===== src/rtl/tmr_pkg.sv =====
package tmr_pkg;

    typedef enum logic {
        PS_OFF = 1'b0,
        PS_RUN = 1'b1
    } ps_state_t;

    typedef enum logic {
        SR_IDLE = 1'b0,
        SR_HELD = 1'b1
    } sr_state_t;

    localparam int unsigned OFF_RELOAD = 4;
    localparam int unsigned OFF_CONFIG = 8;
    localparam int unsigned OFF_IRQ    = 12;
    localparam int unsigned OFF_CNT_LO = 16;
    localparam int unsigned OFF_CNT_HI = 20;

    localparam int unsigned CFG_CNT_BIT = 0;
    localparam int unsigned CFG_PS_BIT  = 2;

endpackage


===== src/rtl/tmr_prescaler.sv =====
module tmr_prescaler
    import tmr_pkg::*;
#(
    parameter int unsigned DIV_W = 32
) (
    input  logic             clk,
    input  logic             rst_n,
    input  logic             enable,
    input  logic [DIV_W-1:0] divisor,
    output logic             tick
);

    ps_state_t        state_q;
    logic [DIV_W-1:0] div_q;
    logic             hit;

    // state register and divide count
    always_ff @(posedge clk) begin
        if (!rst_n) begin
            state_q <= PS_OFF;
            div_q   <= '0;
        end else begin
            unique case (state_q)
                PS_OFF: begin
                    div_q <= '0;
                    if (enable) begin
                        state_q <= PS_RUN;
                    end
                end
                PS_RUN: begin
                    if (!enable) begin
                        state_q <= PS_OFF;
                        div_q   <= '0;
                    end else if (hit) begin
                        div_q <= '0;
                    end else begin
                        div_q <= div_q + 1'b1;
                    end
                end
                default: begin
                    state_q <= PS_OFF;
                    div_q   <= '0;
                end
            endcase
        end
    end

    // outputs
    always_comb begin
        hit  = (state_q == PS_RUN) && (div_q >= divisor);
        tick = hit && enable;
    end

endmodule


===== src/rtl/tmr_freerun.sv =====
module tmr_freerun
    import tmr_pkg::*;
#(
    parameter int unsigned                  WORD_W     = 32,
    parameter logic [2*WORD_W-1:0]          COUNT_INIT = '0
) (
    input  logic                clk,
    input  logic                rst_n,
    input  logic                count_en,
    input  logic                lo_rd,
    input  logic                hi_rd,
    output logic [WORD_W-1:0]   lo_word,
    output logic [WORD_W-1:0]   hi_word,
    output logic [2*WORD_W-1:0] count
);

    localparam int unsigned CNT_W = 2 * WORD_W;

    logic [CNT_W-1:0]  count_q;
    logic [WORD_W-1:0] shadow_q;
    sr_state_t         state_q;

    always_ff @(posedge clk) begin
        if (!rst_n) begin
            count_q <= COUNT_INIT;
        end else if (count_en) begin
            count_q <= count_q + 1'b1;
        end
    end

    // split-read state register and shadow
    always_ff @(posedge clk) begin
        if (!rst_n) begin
            state_q  <= SR_IDLE;
            shadow_q <= '0;
        end else begin
            unique case (state_q)
                SR_IDLE: begin
                    if (lo_rd) begin
                        shadow_q <= count_q[CNT_W-1:WORD_W];
                        state_q  <= SR_HELD;
                    end
                end
                SR_HELD: begin
                    if (lo_rd) begin
                        shadow_q <= count_q[CNT_W-1:WORD_W];
                    end else if (hi_rd) begin
                        state_q <= SR_IDLE;
                    end
                end
                default: state_q <= SR_IDLE;
            endcase
        end
    end

    // outputs
    always_comb begin
        lo_word = count_q[WORD_W-1:0];
        hi_word = (state_q == SR_HELD) ? shadow_q : count_q[CNT_W-1:WORD_W];
        count   = count_q;
    end

endmodule


===== src/rtl/tmr_regfile.sv =====
module tmr_regfile
    import tmr_pkg::*;
#(
    parameter int unsigned ADDR_W = 5,
    parameter int unsigned WORD_W = 32,
    parameter int unsigned NUM_CH = 8
) (
    input  logic              clk,
    input  logic              rst_n,
    input  logic              reg_wr,
    input  logic              reg_rd,
    input  logic [ADDR_W-1:0] reg_addr,
    input  logic [WORD_W-1:0] reg_wdata,
    output logic [WORD_W-1:0] reg_rdata,
    input  logic [NUM_CH-1:0] chan_irq,
    input  logic [WORD_W-1:0] lo_word,
    input  logic [WORD_W-1:0] hi_word,
    output logic              lo_rd,
    output logic              hi_rd,
    output logic              cnt_en,
    output logic              ps_en,
    output logic [WORD_W-1:0] reload
);

    logic              cnt_en_q;
    logic              ps_en_q;
    logic [WORD_W-1:0] reload_q;
    logic [WORD_W-1:0] rdata_q;

    always_ff @(posedge clk) begin
        if (!rst_n) begin
            cnt_en_q <= 1'b0;
            ps_en_q  <= 1'b0;
            reload_q <= '0;
        end else if (reg_wr) begin
            if (reg_addr == ADDR_W'(OFF_CONFIG)) begin
                cnt_en_q <= reg_wdata[CFG_CNT_BIT];
                ps_en_q  <= reg_wdata[CFG_PS_BIT];
            end
            if (reg_addr == ADDR_W'(OFF_RELOAD)) begin
                reload_q <= reg_wdata;
            end
        end
    end

    always_ff @(posedge clk) begin
        if (!rst_n) begin
            rdata_q <= '0;
        end else if (reg_rd) begin
            rdata_q <= '0;
            if (reg_addr == ADDR_W'(OFF_CONFIG)) begin
                rdata_q[CFG_CNT_BIT] <= cnt_en_q;
                rdata_q[CFG_PS_BIT]  <= ps_en_q;
            end
            if (reg_addr == ADDR_W'(OFF_RELOAD)) rdata_q <= reload_q;
            if (reg_addr == ADDR_W'(OFF_IRQ))    rdata_q <= WORD_W'(chan_irq);
            if (reg_addr == ADDR_W'(OFF_CNT_LO)) rdata_q <= lo_word;
            if (reg_addr == ADDR_W'(OFF_CNT_HI)) rdata_q <= hi_word;
        end
    end

    always_comb begin
        lo_rd     = reg_rd && (reg_addr == ADDR_W'(OFF_CNT_LO));
        hi_rd     = reg_rd && (reg_addr == ADDR_W'(OFF_CNT_HI));
        cnt_en    = cnt_en_q;
        ps_en     = ps_en_q;
        reload    = reload_q;
        reg_rdata = rdata_q;
    end

endmodule


===== src/rtl/tmr_shared_core.sv =====
module tmr_shared_core
    import tmr_pkg::*;
#(
    parameter int unsigned         ADDR_W     = 5,
    parameter int unsigned         WORD_W     = 32,
    parameter int unsigned         NUM_CH     = 8,
    parameter logic [2*WORD_W-1:0] COUNT_INIT = '0
) (
    input  logic              clk,
    input  logic              rst_n,
    input  logic              reg_wr,
    input  logic              reg_rd,
    input  logic [ADDR_W-1:0] reg_addr,
    input  logic [WORD_W-1:0] reg_wdata,
    output logic [WORD_W-1:0] reg_rdata,
    input  logic [NUM_CH-1:0] chan_irq,
    output logic              tick_o,
    output logic              irq_any_o
);

    localparam int unsigned CNT_W = 2 * WORD_W;

    logic              cfg_cnt_en;
    logic              cfg_ps_en;
    logic [WORD_W-1:0] reload_q;
    logic [WORD_W-1:0] lo_word;
    logic [WORD_W-1:0] hi_word;
    logic              lo_rd;
    logic              hi_rd;
    logic [CNT_W-1:0]  count_q;

    tmr_regfile #(
        .ADDR_W(ADDR_W),
        .WORD_W(WORD_W),
        .NUM_CH(NUM_CH)
    ) regs_i (
        .clk      (clk),
        .rst_n    (rst_n),
        .reg_wr   (reg_wr),
        .reg_rd   (reg_rd),
        .reg_addr (reg_addr),
        .reg_wdata(reg_wdata),
        .reg_rdata(reg_rdata),
        .chan_irq (chan_irq),
        .lo_word  (lo_word),
        .hi_word  (hi_word),
        .lo_rd    (lo_rd),
        .hi_rd    (hi_rd),
        .cnt_en   (cfg_cnt_en),
        .ps_en    (cfg_ps_en),
        .reload   (reload_q)
    );

    tmr_prescaler #(
        .DIV_W(WORD_W)
    ) presc_i (
        .clk    (clk),
        .rst_n  (rst_n),
        .enable (cfg_ps_en),
        .divisor(reload_q),
        .tick   (tick_o)
    );

    tmr_freerun #(
        .WORD_W    (WORD_W),
        .COUNT_INIT(COUNT_INIT)
    ) frc_i (
        .clk     (clk),
        .rst_n   (rst_n),
        .count_en(cfg_cnt_en),
        .lo_rd   (lo_rd),
        .hi_rd   (hi_rd),
        .lo_word (lo_word),
        .hi_word (hi_word),
        .count   (count_q)
    );

    always_comb begin
        irq_any_o = |chan_irq;
    end

endmodule


===== config.mk =====
export PLATFORM = sky130hd
export DESIGN_NAME = tmr_shared_core
export DESIGN_NICKNAME = d
export VERILOG_FILES = /design/src/rtl/tmr_pkg.sv /design/src/rtl/tmr_prescaler.sv /design/src/rtl/tmr_freerun.sv /design/src/rtl/tmr_regfile.sv /design/src/rtl/tmr_shared_core.sv
export SDC_FILE = /design/constraint.sdc
export NUM_CORES = 1
export LEC_CHECK = 0
export ABC_AREA = 1
export CAP_MARGIN = 10
export CORE_ASPECT_RATIO = 0.8
export CORE_MARGIN = 4
export CORE_UTILIZATION = 45
export CTS_BUF_LIST = sky130_fd_sc_hd__clkbuf_4 sky130_fd_sc_hd__clkbuf_8
export CTS_CLUSTER_DIAMETER = 50
export DETAILED_ROUTE_END_ITERATION = 6
export PLACE_DENSITY_LB_ADDON = 0.25
export SETUP_SLACK_MARGIN = 0.05
export SYNTH_ARGS = -nofsm -noshare
export SYNTH_HDL_FRONTEND = slang
export SYNTH_SLANG_ARGS = --single-unit

===== constraint.sdc =====
create_clock -name clk -period 2.29 [get_ports clk]
set_input_delay 0.229 -clock clk [delete_from_list [all_inputs] [get_ports clk]]
set_output_delay 0.229 -clock clk [all_outputs]
set_load 0.005 [all_outputs]

==> metrics.md, run 1 <==
| Metric | Value |
|---|---|
| Status | `complete, but fails checks` |
| Violations in the final reports | `DRC, setup timing` |
| Initial DRC count | `1,109` |
| Part of the cycle the worst path needs | `100.4%` |
| Worst hold path class | `input port to flip-flop` |
| RD Place Congestion | `0.9670` |
| Share of async-settable or async-resettable flops after synthesis | `0%` |
| Setup TNS after final layout | `-0.009642 ns` |
| Number of cells traversed by the worst register-to-register path | `16` |
| Count of input and output buffers | `82` |
| Maximum VDD drop | `0.3731 mV` |
| Post-Synthesis Net Count | `1,598` |
| Number of enable-type register cells in the synthesized netlist | `0` |
| Net count reported at finish | `1,719` |
| Cts bufs inserted | `17` |
| Drc violations | `2` |
| Clk Tree Root Cell | `sky130_fd_sc_hd__clkbuf_8` |
| Most used flip-flop cell after synthesis | `sky130_fd_sc_hd__dfxtp_1` |
| Unrepaired setup endpoints after global routing | `yes` |
| Length of routed met3 wiring | `3520 um` |
| Clock transition at the registers of the reported paths | `0.12 ns` |
| Number of antenna-violating nets in the routed design | `0` |
| FP Rows | `49` |
| Slack of the critical path | `-0.009642 ns` |
| Layout fillers | `2,167` |
| Vertical extent of the die | `143.6 um` |
| Maximum fanout encountered on the critical timing path | `2` |
| Number of synthesized register bits | `196` |
| First-pass GRT wire length | `56,060 um` |
| Width of the die | `177.5 um` |
| Critical-path top delay cell | `sky130_fd_sc_hd__dfxtp_2` |
| Top routing layer used | `met4` |
| Ratio of routed vias to standard cells | `5.487` |
| Gate family responsible for the most delay along the worst path | `simple AND/OR/NAND/NOR gates` |
| Unique masters post-synth | `38` |
| Initial antenna violation count | `0` |
| Critical path, cell by cell | `inv_2 > ha_4 > nand2_4 > nor2_4 > nand4_1 > nor2_4 > nand4_1 > nand3_1 > nand2_2 > inv_2 > buf_6` |
| Combined area of all synthesized cells | `0.01034 sq mm` |
| Inserted Diodes | `0` |
| Clock Latency Late Sink | `0.48 ns` |
| Maximum clock frequency | `434.9 MHz` |
| Wirelength, routed | `36,440 um` |
| Placed wire-length estimate after detailed placement | `27,810 um` |
| Congestion Overflow GR | `0` |
| TritonCTS clock tree | `built` |
| Largest clock skew in the final design | `0.02242 ns` |
| Global-route usage over all layers | `28.64%` |
| Syn Area/Cell | `6.828 sq um` |
| Slowest stage delay, CP | `0.34 ns` |
| Std-Cell Core Area | `0.02256 sq mm` |
| Share of synthesized area occupied by flip-flops and latches | `37.93%` |
| Post-DR wirelength/cell | `18.64 um` |
| Yosys warning count | `0` |
| Initial cell density of the core | `45.85%` |
| Maximum clock path buffer count | `2` |
| Number of buffer and inverter instances along the worst setup path | `3` |
| Pwr per Cell Area | `487.0 mW/mm^2` |
| Flop2flop setup slack | `0.13 ns` |
| Fraction of final layout cells sized beyond drive strength 1 | `12.73%` |
| Type of destination of the critical path | `output port` |
| Static Leakage | `4.459 nW` |
| Total I/O pin count | `83` |
| Die ar. | `0.02549 sq mm` |
| Post-Route M1 WL | `17,460 um` |
| H-tree levels | `4` |
| Mapped Cells | `1,515` |
| # setup viols final | `1` |
| Cell depth of the worst min-delay path | `3` |
| Category of the critical setup timing path | `flip-flop to output port` |
| Pin count of the biggest net entering global routing | `58` |
| Endpoint arrival time on the critical path | `2.07 ns` |
| Commonest non-fill, non-tap cells in the layout | `sky130_fd_sc_hd__nand2_1, sky130_fd_sc_hd__nor2_1, sky130_fd_sc_hd__dfxtp_1` |
| Worst slew margin relative to its limit | `59.58%` |
| Via count of the first global-routing pass | `9,739` |
| Clock Sinks | `196` |
| Cell depth of the worst setup path | `11` |
| Final critical-path required period | `2.300 ns` |
| Total count of max-transition violations in the final report | `0` |
| Wire length on met2 | `14,930 um` |
| Number of max-cap violations | `0` |
| Number of hold violations in the final report | `0` |
| Synth-to-Final Area Change | `22.35%` |
| Startpoint type of the worst setup path | `flip-flop` |
| Pin slew with the least headroom to its limit | `0.6057 ns` |
| Length of the first detailed-routing pass in iterations | `7` |
| Worst path required time | `2.06 ns` |
| Commonest non-fill, non-tap cell in the layout | `sky130_fd_sc_hd__nand2_1` |
| Final-layout worst hold slack | `0.2795 ns` |
| Via count of the routed design | `10,730` |
[metal layers]
layer	up-vias	GRT usage [%]
met4	0	5.126
met2	426	41.53
li1	5238	-
met1	5027	43.32
met3	36	7.312
met5	-	0
[cells in the mapped netlist, types with 11 or more instances]
cell type	number	share of area, %
sky130_fd_sc_hd__a21oi_1	162	7.8
sky130_fd_sc_hd__o21ai_0	124	6.0
sky130_fd_sc_hd__nand3_1	56	2.7
sky130_fd_sc_hd__ha_1	34	4.1
sky130_fd_sc_hd__nor2_1	198	7.2
sky130_fd_sc_hd__clkbuf_1	47	1.7
sky130_fd_sc_hd__nand4_1	51	3.1
sky130_fd_sc_hd__xor2_1	25	2.1
sky130_fd_sc_hd__o22ai_1	19	1.1
sky130_fd_sc_hd__inv_1	151	5.5
sky130_fd_sc_hd__nor3_1	37	1.8
sky130_fd_sc_hd__nor2_4	11	1.2
sky130_fd_sc_hd__nand2_1	304	11
sky130_fd_sc_hd__dfxtp_1	196	38
[tightest hold or removal path, delay by kind of cell]
| kind | cells | cell delay, ns |
|---|---|---|
| buf+inv | 2 | 0.33 |
| simple gates | 1 | 0.15 |
[power breakdown]
part	switching, W	internal (W)
logic	0.000193	0.000157
registers	0.00000886	0.00343
clock network	0.00139	0.000989
total	0.00159	0.00457
[area by class of cell]
type / count / area [sq um] / area share, %
flip-flops and latches: 196 / 3940 / 31.13
well taps: 306 / 382.9 / 3.025
inverters: 162 / 608.1 / 4.804
multi-input cells: 1099 / 5771 / 45.59
clock buffers: 20 / 275.3 / 2.175
clock inverters: 12 / 137.6 / 1.087
repair buffers: 160 / 1543 / 12.19
[per-stage QoR]
stage / instance area (sq um) / instances / worst slack (ns) / utilization (%) / total power, W
floorplan: 10340 / 1515 / 0.6578 / - / 0.003651
global placement: 11820 / 1904 / 0.01649 / 52.40 / 0.003813
detailed placement: 11820 / 1904 / -0.07293 / 52.40 / 0.003818
CTS: 12540 / 1957 / -0.06867 / 55.58 / 0.006190
global route: 12660 / 1955 / -0.1266 / 56.10 / 0.006373
finish: 12660 / 1955 / -0.009642 / 56.10 / 0.006164
[cells by family (layout without fill, tap and decap cells)]
kind of cell / Yosys count / after routing / synth area share [%]
compound gates: 325 / 325 / 16.35
xor+xnor: 35 / 35 / 2.963
buf+inv: 220 / 354 / 8.103
fa+ha+maj: 34 / 34 / 4.112
simple gates: 705 / 705 / 30.54
flops: 196 / 196 / 37.93
[final timing paths]
check | startpoint | endpoint
max reg2reg | regs_i.reload[20]$_SDFFE_PN0P_ | regs_i.reg_rdata[20]$_SDFFE_PN0P_
max | regs_i.reload[23]$_SDFFE_PN0P_ | tick_o
min | rst_n | frc_i.count[57]$_SDFFE_PN0P_
min reg2reg | regs_i.reg_rdata[20]$_SDFFE_PN0P_ | regs_i.reg_rdata[20]$_SDFFE_PN0P_
[flip-flops by register name, indices dropped and copies added, names as in the netlist, 32 cells and up]
register / cells
regs_i.reg_rdata: 32
presc_i.div_q: 32
regs_i.reload: 32
frc_i.shadow_q: 32
frc_i.count: 64
[timing repair]
| item | 4_1_cts | 5_1_grt |
|---|---|---|
| gates resized for setup | 37 | 37 |
| endpoints found under the setup margin | 1 | 34 |
| hold buffers | 0 | 0 |
| pin swaps | 24 | 18 |
| gates cloned | 2 | 0 |
| setup buffers | 24 | 1 |
| hold endpoints to repair | 0 | 0 |
No activity file was read; power rests on OpenSTA's default activity.
==> inputs of run 2 (changes only) <==
--- a/config.mk
+++ b/config.mk
@@ -8,7 +8,6 @@
 export ABC_AREA = 1
 export CAP_MARGIN = 10
 export CORE_ASPECT_RATIO = 0.8
-export CORE_MARGIN = 4
 export CORE_UTILIZATION = 45
 export CTS_BUF_LIST = sky130_fd_sc_hd__clkbuf_4 sky130_fd_sc_hd__clkbuf_8
 export CTS_CLUSTER_DIAMETER = 50
==> run 2 against run 1 <==
- the run ends with setup timing left
- critical path type unchanged
- non-clock buffer count up 9
- count of clock-buffer cells in the layout unchanged
- critical endpoint unchanged
- first-iteration DRC count down 2.9%
- die area down 7.4%
- cell count up 0.46%
- highest routed layer unchanged
==> metrics.md, run 2 (synthesized netlist as in run 1, its figures left out) <==
| Metric | Value |
|---|---|
| Cts bufs inserted | `17` |
| Post-DR wirelength/cell | `17.91 um` |
| Die ar. | `0.02360 sq mm` |
| Count of input and output buffers | `82` |
| Clock Sinks | `196` |
| Part of the cycle the worst path needs | `102.1%` |
| H-tree levels | `4` |
| Fraction of final layout cells sized beyond drive strength 1 | `14.66%` |
| Worst min-delay path endpoint | `regs_i.reload[8]$_SDFFE_PN0P_` |
| Total count of max-transition violations in the final report | `0` |
| Placed wire-length estimate after detailed placement | `25,730 um` |
| Post-CTS Hold Buffers | `0` |
| Status | `complete, but fails checks` |
| Violations in the final reports | `setup timing` |
| Reg2reg end | `regs_i.reg_rdata[28]$_SDFFE_PN0P_` |
| Initial cell density of the core | `45.98%` |
| Via count of the routed design | `10,840` |
| Final critical-path required period | `2.339 ns` |
| # setup viols final | `1` |
| Commonest non-fill, non-tap cell in the layout | `sky130_fd_sc_hd__nand2_1` |
| Final-layout worst hold slack | `0.2334 ns` |
| Number of hold violations in the final report | `0` |
| Type of destination of the critical path | `output port` |
| RD Place Congestion | `0.9814` |
| Std-Cell Core Area | `0.02250 sq mm` |
| Launch point of the worst path | `regs_i.reload[30]$_SDFFE_PN0P_` |
| Worst path required time | `2.06 ns` |
| FP Rows | `49` |
| Inserted Diodes | `0` |
| Cell depth of the worst min-delay path | `3` |
| Pin slew with the least headroom to its limit | `0.5872 ns` |
| Slack of the critical path | `-0.04917 ns` |
| Initial antenna violation count | `0` |
| Endpoint arrival time on the critical path | `2.11 ns` |
| Critical R2R Launch | `regs_i.reload[28]$_SDFFE_PN0P_` |
| Congestion Overflow GR | `0` |
| Wirelength, routed | `35,170 um` |
| Largest clock skew in the final design | `0.01777 ns` |
| Maximum VDD drop | `0.3752 mV` |
| Final core utilization | `57.00%` |
| Category of the critical setup timing path | `flip-flop to output port` |
| Clk Tree Root Cell | `sky130_fd_sc_hd__clkbuf_8` |
| Width of the die | `171.5 um` |
| Layout fillers | `2,188` |
| Synth-to-Final Area Change | `23.98%` |
| Static Leakage | `4.517 nW` |
| Number of max-cap violations | `0` |
| Global-route usage over all layers | `30.09%` |
| Maximum fanout encountered on the critical timing path | `2` |
| Hold Startpoint | `rst_n` |
| Via count of the first global-routing pass | `9,462` |
| Pwr per Cell Area | `470.6 mW/mm^2` |
| Length of the first detailed-routing pass in iterations | `5` |
| Drc violations | `0` |
| Vertical extent of the die | `137.6 um` |
| Total I/O pin count | `83` |
| Worst slew margin relative to its limit | `60.81%` |
| Pin count of the biggest net entering global routing | `62` |
| Maximum clock path buffer count | `2` |
| Maximum clock frequency | `427.5 MHz` |
| Net count reported at finish | `1,728` |
| Clock Latency Late Sink | `0.49 ns` |
| Ratio of routed vias to standard cells | `5.517` |
| Number of antenna-violating nets in the routed design | `0` |
| Unrepaired setup endpoints after global routing | `yes` |
| First-pass GRT wire length | `53,470 um` |
| Commonest non-fill, non-tap cells in the layout | `sky130_fd_sc_hd__nand2_1, sky130_fd_sc_hd__nor2_1, sky130_fd_sc_hd__dfxtp_1` |
| Largest register FFs | `64` |
| Startpoint type of the worst setup path | `flip-flop` |
| Flop2flop setup slack | `0.10 ns` |
| Number of cells traversed by the worst register-to-register path | `15` |
| TritonCTS clock tree | `built` |
| Initial DRC count | `1,077` |
| Worst hold path class | `input port to flip-flop` |
| Tot Pwr | `0.006036 W` |
| Clock transition at the registers of the reported paths | `0.11 ns` |
run 2: changes by cell type in the layout (fill, tap and decap cells not counted), moves of 3 or more:
cell	previous run	this run
sky130_fd_sc_hd__buf_4	61	74
sky130_fd_sc_hd__buf_6	11	3
sky130_fd_sc_hd__inv_1	146	140
sky130_fd_sc_hd__inv_2	15	21
sky130_fd_sc_hd__nor2_1	187	181
sky130_fd_sc_hd__dfxtp_1	183	179
sky130_fd_sc_hd__ha_1	27	23
sky130_fd_sc_hd__ha_4	7	11
sky130_fd_sc_hd__nand2_1	299	295
sky130_fd_sc_hd__nor2_4	17	21
sky130_fd_sc_hd__buf_12	5	8
sky130_fd_sc_hd__dfxtp_2	13	16
run 2: final cells by class:
| class | count | area, sq um | area share [%] |
|---|---|---|---|
| multi-input cells | 1099 | 5869 | 45.76 |
| well taps | 306 | 382.9 | 2.985 |
| inverters | 162 | 608.1 | 4.741 |
| flip-flops and latches | 196 | 3948 | 30.78 |
| clock inverters | 12 | 117.6 | 0.9170 |
| repair buffers | 169 | 1638 | 12.77 |
| clock buffers | 20 | 262.8 | 2.049 |
run 2: layer usage:
metal  GRT usage [%]  up-vias  share of wire (%)
met5               0        -                  0
li1                -     5269                  -
met2           43.66      530                 41
met1           45.14     4996                 48
met4           6.944        0                1.6
met3           5.832       40                9.4
run 2: through the flow:
stage | setup WS [ns] | std cells | TNS [ns] | instance area, sq um
4_1_cts | -0.06591 | 1964 | -0.1358 | 12710
2_1_floorplan | 0.6578 | 1515 | 0 | 10340
3_5_place_dp | -0.08228 | 1908 | -0.08228 | 11860
5_1_grt | -0.1947 | 1964 | -0.1947 | 12830
6_report | -0.04917 | 1964 | -0.04917 | 12830
3_3_place_gp | -0.03130 | 1908 | -0.03130 | 11860
run 2: what timing repair did:
item / in CTS / in global routing
resized for setup: 58 / 39
cloned: 3 / 0
pin swaps: 31 / 23
setup endpoints to repair: 1 / 34
setup buffers: 22 / 6
hold endpoints to repair: 0 / 0
run 2: worst max path at each step:
stage / end / slack, ns / cells past startpoint
6_report: tick_o / -0.05 / 12
4_1_cts: tick_o / -0.07 / 13
5_1_grt: tick_o / -0.19 / 11
3_5_place_dp: tick_o / -0.08 / 11
2_1_floorplan: presc_i.div_q[10]$_SDFF_PP0_ / 0.66 / 9
3_3_place_gp: tick_o / -0.03 / 11
run 2: power by group:
group	total [W]	internal [W]	switching (W)
combinational	0.000349	0.000154	0.000194
sequential	0.00343	0.00342	0.00000862
clock	0.00226	0.000937	0.00132
run 2: worst max-delay path: stages, from the launching register on:
cell	delay [ns]
sky130_fd_sc_hd__dfxtp_2	0.34
sky130_fd_sc_hd__inv_2	0.04
sky130_fd_sc_hd__ha_4	0.27
sky130_fd_sc_hd__nand2_4	0.06
sky130_fd_sc_hd__buf_4	0.13
sky130_fd_sc_hd__o21a_1	0.18
sky130_fd_sc_hd__nand2_1	0.11
sky130_fd_sc_hd__nor2_1	0.06
sky130_fd_sc_hd__buf_4	0.15
sky130_fd_sc_hd__nand3_2	0.08
sky130_fd_sc_hd__nand2_2	0.06
sky130_fd_sc_hd__inv_2	0.06
sky130_fd_sc_hd__buf_6	0.08
==> inputs of run 3 (changes only) <==
--- a/config.mk
+++ b/config.mk
@@ -9,7 +9,7 @@
 export CAP_MARGIN = 10
 export CORE_ASPECT_RATIO = 0.8
 export CORE_UTILIZATION = 45
-export CTS_BUF_LIST = sky130_fd_sc_hd__clkbuf_4 sky130_fd_sc_hd__clkbuf_8
+export CTS_BUF_LIST = sky130_fd_sc_hd__clkbuf_2 sky130_fd_sc_hd__clkbuf_4 sky130_fd_sc_hd__clkbuf_8
 export CTS_CLUSTER_DIAMETER = 50
 export DETAILED_ROUTE_END_ITERATION = 6
 export PLACE_DENSITY_LB_ADDON = 0.25
==> results of run 3 <==
Final layout, timing and power as in run 2 (identical DEF).
